==> src/rtl/twowire_cond_mon.sv <==
module twowire_cond_mon #(
  parameter int HOLD_W = 16
) (
  input  logic              clk,
  input  logic              rst_n,
  input  logic              scl_in,
  input  logic              sda_in,
  input  logic [HOLD_W-1:0] hold_cycles,
  output logic              start_p,
  output logic              rstart_p,
  output logic              stop_p,
  output logic              abort_p,
  output logic              busy,
  output logic [3:0]        bit_pos
);

  localparam logic [3:0] LAST_SLOT = 4'd8;

  logic [1:0]        scl_sy, sda_sy;
  logic              scl_d, sda_d;
  logic              in_txn, fresh;
  logic [HOLD_W-1:0] hold_cnt;

  always_ff @(posedge clk or negedge rst_n) begin
    if (!rst_n) begin
      scl_sy <= 2'b11;
      sda_sy <= 2'b11;
      scl_d  <= 1'b1;
      sda_d  <= 1'b1;
    end else begin
      scl_sy <= {scl_sy[0], scl_in};
      sda_sy <= {sda_sy[0], sda_in};
      scl_d  <= scl_sy[1];
      sda_d  <= sda_sy[1];
    end
  end

  wire scl_hi   = scl_sy[1] & scl_d;
  wire scl_rise = scl_sy[1] & ~scl_d;
  wire sda_fall = scl_hi & sda_d & ~sda_sy[1];
  wire sda_rise = scl_hi & ~sda_d & sda_sy[1];
  wire at_edge  = (bit_pos == 4'd0);

  wire ev_start  = sda_fall & ~in_txn;
  wire ev_rstart = sda_fall & in_txn & at_edge;
  wire ev_stop   = sda_rise & in_txn & at_edge;
  wire ev_abort  = (sda_fall | sda_rise) & in_txn & ~at_edge;

  assign busy = in_txn | (hold_cnt != '0);

  always_ff @(posedge clk or negedge rst_n) begin
    if (!rst_n) begin
      start_p  <= 1'b0;
      rstart_p <= 1'b0;
      stop_p   <= 1'b0;
      abort_p  <= 1'b0;
      in_txn   <= 1'b0;
      fresh    <= 1'b1;
      bit_pos  <= 4'd0;
      hold_cnt <= '0;
    end else begin
      start_p  <= ev_start;
      rstart_p <= ev_rstart;
      stop_p   <= ev_stop;
      abort_p  <= ev_abort;
      if (ev_start || ev_rstart) begin
        in_txn   <= 1'b1;
        hold_cnt <= '0;
        bit_pos  <= 4'd0;
        fresh    <= 1'b1;
      end else if (ev_stop || ev_abort) begin
        in_txn   <= 1'b0;
        hold_cnt <= ev_stop ? hold_cycles : '0;
        bit_pos  <= 4'd0;
        fresh    <= 1'b1;
      end else begin
        if (hold_cnt != '0)
          hold_cnt <= hold_cnt - 1'b1;
        if (in_txn && scl_rise) begin
          if (fresh)
            fresh <= 1'b0;
          else
            bit_pos <= (bit_pos == LAST_SLOT) ? 4'd0 : bit_pos + 4'd1;
        end
      end
    end
  end

  AST_ONE_EVENT: assert property (@(posedge clk) disable iff (!rst_n)
    $onehot0({start_p, rstart_p, stop_p, abort_p}));
  AST_START_OPENS: assert property (@(posedge clk) disable iff (!rst_n)
    (start_p || rstart_p) |-> (busy && bit_pos == 4'd0));
  AST_RSTART_NEEDS_BUSY: assert property (@(posedge clk) disable iff (!rst_n)
    rstart_p |-> $past(busy));
  AST_STOP_HOLDS: assert property (@(posedge clk) disable iff (!rst_n)
    (stop_p && $past(hold_cycles) != '0) |-> busy);
  AST_BITPOS_LIMIT: assert property (@(posedge clk) disable iff (!rst_n)
    bit_pos <= LAST_SLOT);
  AST_ABORT_CLEARS: assert property (@(posedge clk) disable iff (!rst_n)
    abort_p |-> (!busy && bit_pos == 4'd0));

endmodule

==> config.mk <==
export PLATFORM = sky130hd
export DESIGN_NAME = twowire_cond_mon
export DESIGN_NICKNAME = d
export VERILOG_FILES = /design/src/rtl/twowire_cond_mon.sv
export SDC_FILE = /design/constraint.sdc
export NUM_CORES = 1
export LEC_CHECK = 0
export BUFFER_PORTS_ARGS = -buffer_cell sky130_fd_sc_hd__buf_2
export CAP_MARGIN = 20
export CORE_AREA = 5 5 71 73
export DETAILED_ROUTE_END_ITERATION = 6
export DIE_AREA = 0 0 76 78
export HOLD_SLACK_MARGIN = 0.08
export PLACE_DENSITY = 0.66
export SYNTH_ARGS = -nofsm -noshare
export SYNTH_HDL_FRONTEND = slang
export SYNTH_SLANG_ARGS = --single-unit
==> constraint.sdc <==
create_clock -name clk -period 1.84 [get_ports clk]
set_clock_uncertainty 0.1 [all_clocks]
set_input_delay 0.276 -clock clk [delete_from_list [all_inputs] [get_ports clk]]
set_output_delay 0.276 -clock clk [all_outputs]
set_load 0.02 [all_outputs]
-- After elaboration in Yosys (flattened, before gate mapping)
Index checks and enable logic that the tools add are counted.
- word-level logic and storage cells: 59
- output and inout port bits: 9
- register bits after elaboration: 32
- bits of input ports: 20
- mux-type cells: 14
- add/sub/neg operators: 2
- equality and inequality tests: 2
- reduce and logical (&&, ||, !) cells: 9
- bitwise operators: 20
- operators by type and width (operator ; number):
    16-bit 2-to-1 mux ; 4
    4-bit 2-to-1 mux ; 5
    16-bit nonzero test ; 1
    16-bit by 1-bit subtractor with 16-bit output (second input constant) ; 1
    1-bit AND ; 13
    3-bit nonzero test ; 2
    1-bit 2-to-1 mux ; 5
    1-bit inverter ; 5
    4-bit by 1-bit adder with 4-bit output (second input constant) ; 1
    4-bit == test (second input constant) ; 1
    4-bit logical NOT ; 1
    3-bit by 1-bit inequality test with 1-bit output (second input constant) ; 1
    1-bit logical OR ; 2
    1-bit OR ; 2
    2-bit AND reduction ; 1
    2-bit nonzero test ; 1
    1-bit logical AND ; 1

-- Logic depth before layout (Yosys ltp)
- depth in word-level cells: 9
- gate-level depth with buffers: 9
- depth with buffers taken out: 7

-- Worst setup path after synthesis
Ideal clock, no wire load.
- kind: register to register
- from: register bit_pos[0]
- to: register hold_cnt[10]
- data required time: 1.636 ns
- data arrival time: 1.942 ns
- path buffers: 1
- clock period less this slack: 2.145 ns
- slack: -0.305 ns
- stages on the path, launching flop included: 9
- path through: dfrtp_1 -> inv_1 -> ha_1 -> or3b_1 -> o211a_2 -> nor2_1 -> buf_4 -> o21ai_0 -> a221oi_1
- word-level cells in the longest chain between the ends: 6
- elaborated cells between the ends (all ways): 11
- ends and longest elaborated chain (item ; line ; RTL):
    start: declaration ; 14 ; output logic [3:0] bit_pos
    start signal: assignment ; 83 ; bit_pos <= (bit_pos == LAST_SLOT) ? 4'd0 : bit_pos + 4'd1;
    4-bit logical NOT (*) ; 42 ; wire at_edge = (bit_pos == 4'd0);
    1-bit inverter (*) ; 47 ; wire ev_abort = (sda_fall | sda_rise) & in_txn & ~at_edge;
    1-bit AND (*) ; 47 ;
    via ev_abort ; 47 ;
    1-bit logical OR (*) ; 71 ; end else if (ev_stop || ev_abort) begin
    16-bit 2-to-1 mux ; 71 ;
    16-bit 2-to-1 mux ; 66 ; if (ev_start || ev_rstart) begin
    end signal: assignment ; 73 ; hold_cnt <= ev_stop ? hold_cycles : '0;
    end signal: assignment ; 78 ; hold_cnt <= hold_cnt - 1'b1;
    end: declaration ; 22 ; logic [HOLD_W-1:0] hold_cnt;
Mark *: on every way through the listed nets, which the timed path passes. The rest lies on a longest branch.
A chain may end at the register's enable or synchronous reset.

-- Worst setup path after layout
- from: register hold_cnt[5]
- to: output busy
- word-level cells in the longest chain between the ends: 2
- ends and longest elaborated chain (item ; line ; RTL):
    16-bit nonzero test ; 49 ; assign busy = in_txn | (hold_cnt != '0);
    1-bit OR ; 49 ;
    end: declaration ; 13 ; output logic busy,
No other way between the ends.

==> metrics.cfg <==
[pwr]
ir_worst_vdd_uv=716
power_frac_clock=0.188
p_sw_frac=0.353
p_int_mw=2.56
power.density_nw_per_um2=1500
sequentialPowerShare=0.285
switchingPower_mw=1.39
p_leak_nw=1.25
comb_power_share=0.526

[layout]
layout_common_cells=46 x buf_4, 27 x buf_2, 23 x dfrtp_1
syn2layout_area_growth_pct=55.3
ff_latch_area_um2=812
drive_gt1_frac=0.510
utilization=0.614
final_nets=283
nFillCells=343
design_area_um2=2640
layout_commonest_cell=buf_4
multiInputGateArea_um2=1000
antenna_cells=0

[clock_network]
cts_made_buffers=5
clkTransAtPathRegs_ps=70
cts-root-buf=clkbuf_8
clk_path_buf_depth=2
h-tree-depth=2
clkSinkCount=32
insertion_delay_ps=290
cts_tree=yes

[routing]
vias=1630
drc=0
firstDrtPassIters=4
drt-total-wl_um=4550
drtIter0Drc=120
ant_nets=0
routed_via_density=5.21
wl_per_cell_um=14.5

[yosys]
ys_warn_count=0
synth_seq_cells=32
synth_edf_count=0
ys.flop_type=dfrtp_1
netlist_top_cells_area=dfrtp_1 37%, dfstp_2 11%, nand2_1 4.6%
yosysTopAreaCell=dfrtp_1
syn_inst=171
synthArstFlopShare=1.00
syn_nets=194
syn_avg_cell_area_um2=9.93
syn_area_um2=1700
synth_top_area_frac=0.368
seq_area_frac_synth=0.477
synth.distinct_cells=43

[worst_hold_path]
worstHoldStart=hold_cycles[11]
min_to=hold_cnt[11]
hold_depth=3
hp-class=in -> reg

[outcome]
violations=setup timing
status=finished, violations left

[grt]
grt_max_degree=33
first_global_vias=1570
overflow=0
grt_util_all_layers=0.148
grt_pass1_wl_um=7010
antenna_found_initial=0

[setup_path]
critical_path.top_delay_family=simple AND/OR/NAND/NOR gates
worstSetupEndpointType=output pin
cp.depth=5
worstSetupStartpoint=hold_cnt[5]
cp_slowest_stage_delay_ps=560
critPathRequiredTime_ps=1460
reg2reg_to=hold_cnt[12]
rrSetupSlack_ps=-290
cp.arrival_ps=1920
worstPathMaxFanout=2
cp_slowest_cell=or4_4
critical_path_buf_inv_count=1
cp_cell_sequence=or4_4 -> nor3_4 -> nand2_2 -> or2_4 -> buf_6
critPathLaunchType=register
rr_worst_depth=6
rr_startpoint=hold_cnt[7]
path_class=reg -> out

[floorplan]
dieArea_um2=5930
start_util=0.395
core_area_um2=4290
ios=29
die_h_um=78
num_rows=24
die_x_um=76

[sta]
fin_ws_ps=-459
drv_slew=0
rsz0062_at_grt=yes
finalSetupTns_ps=-3870
hold_ws_ps=86.8
setup_viol=18
min_period_ps=2300
max_freq_mhz=435
tightest_slew_ps=401
fin_crit_sh=1.25
slew_headroom=0.733
hold_violations=0

[placement]
dp_slack_ps=-144
placed_area_um2=2230
place_congestion=0.840
hpwl_um=3050
port_buffers=28

[job]
drv_cap=0

-- registers in the layout (all words and copies together), names as in the netlist --
signal,count
hold_cnt,16
bit_pos,4
scl_sy,2
sda_sy,2
abort_p,1
fresh,1
in_txn,1
rstart_p,1
scl_d,1
sda_d,1
start_p,1
stop_p,1
-- cell type report --
cell class,count,area share
clock buffer,7,0.0365
multi-input combinational,132,0.380
tap,52,0.0247
sequential,32,0.308
clock inverter,1,0.0114
inverter,4,0.00570
timing repair buffer,85,0.234
-- metal layers --
layer / vias to the layer above / share of wire / wire length (um) / GRT usage
li1: 787 / - / - / -
met1: 792 / 0.43 / 1980 / 0.183
met2: 42 / 0.50 / 2270 / 0.240
met3: 9 / 0.042 / 191 / 0.0301
met4: 0 / 0.024 / 110 / 0.0872
met5: - / 0 / 0 / 0
-- power groups by stage --
stage / clock network, mW / registers, mW / logic, mW
floorplan: 0 / 1.19 / 0.935
global placement: 0 / 1.09 / 1.67
detailed placement: 0 / 1.10 / 1.69
CTS: 0.759 / 1.10 / 1.79
global route: 0.790 / 1.15 / 2.26
finish: 0.743 / 1.13 / 2.08
-- synth_stat cells (4+ instances only) --
library cell	instances
dfrtp_1	25
nand2_1	21
nor2_1	14
a21oi_1	12
nor3_1	10
xnor2_1	8
dfstp_2	7
a22oi_1	6
o21ai_0	6
a21o_1	4
inv_1	4
nand3_1	4
xor2_1	4
-- cells by family (layout without fill, tap and decap cells) --
group                      Yosys count  count (layout)  synth area share
xor gates and xnor gates            12              12            0.0619
DFF                                 32              32             0.477
AOI/OAI and AO/OA                   37              37             0.150
adders and majority gates            3               3            0.0221
buffers and inverters                7              97            0.0192
muxes                                3               3            0.0177
and+or+nand+nor                     77              77             0.253
-- through the flow --
stage / cells / power (mW)
after floorplan: 171 / 2.13
after global placement: 288 / 2.76
after detailed placement: 288 / 2.79
after CTS: 305 / 3.65
after global routing: 313 / 4.20
final: 313 / 3.95
-- how the worst max path moves through the flow --
stage                   end  slack (ps)
2_1_floorplan   hold_cnt[9]        -140
4_1_cts                busy        -440
6_report               busy        -460
5_1_grt                busy        -500
3_3_place_gp   hold_cnt[10]        -110
3_5_place_dp   hold_cnt[10]        -140
-- timing repair --
action                                  in CTS  in global routing
endpoints found under the setup margin      16                 18
pin swaps                                    6                 13
hold buffers                                 3                  0
hold endpoints to repair                    27                  0
gates resized for setup                     11                 23
buffers inserted                             6                 11
-- worst min-delay path, cell delays in order --
cell and delay, ps:
buf_2 70, nand2_1 50, o21ai_2 50
No activity file was read; power rests on OpenSTA's default activity.
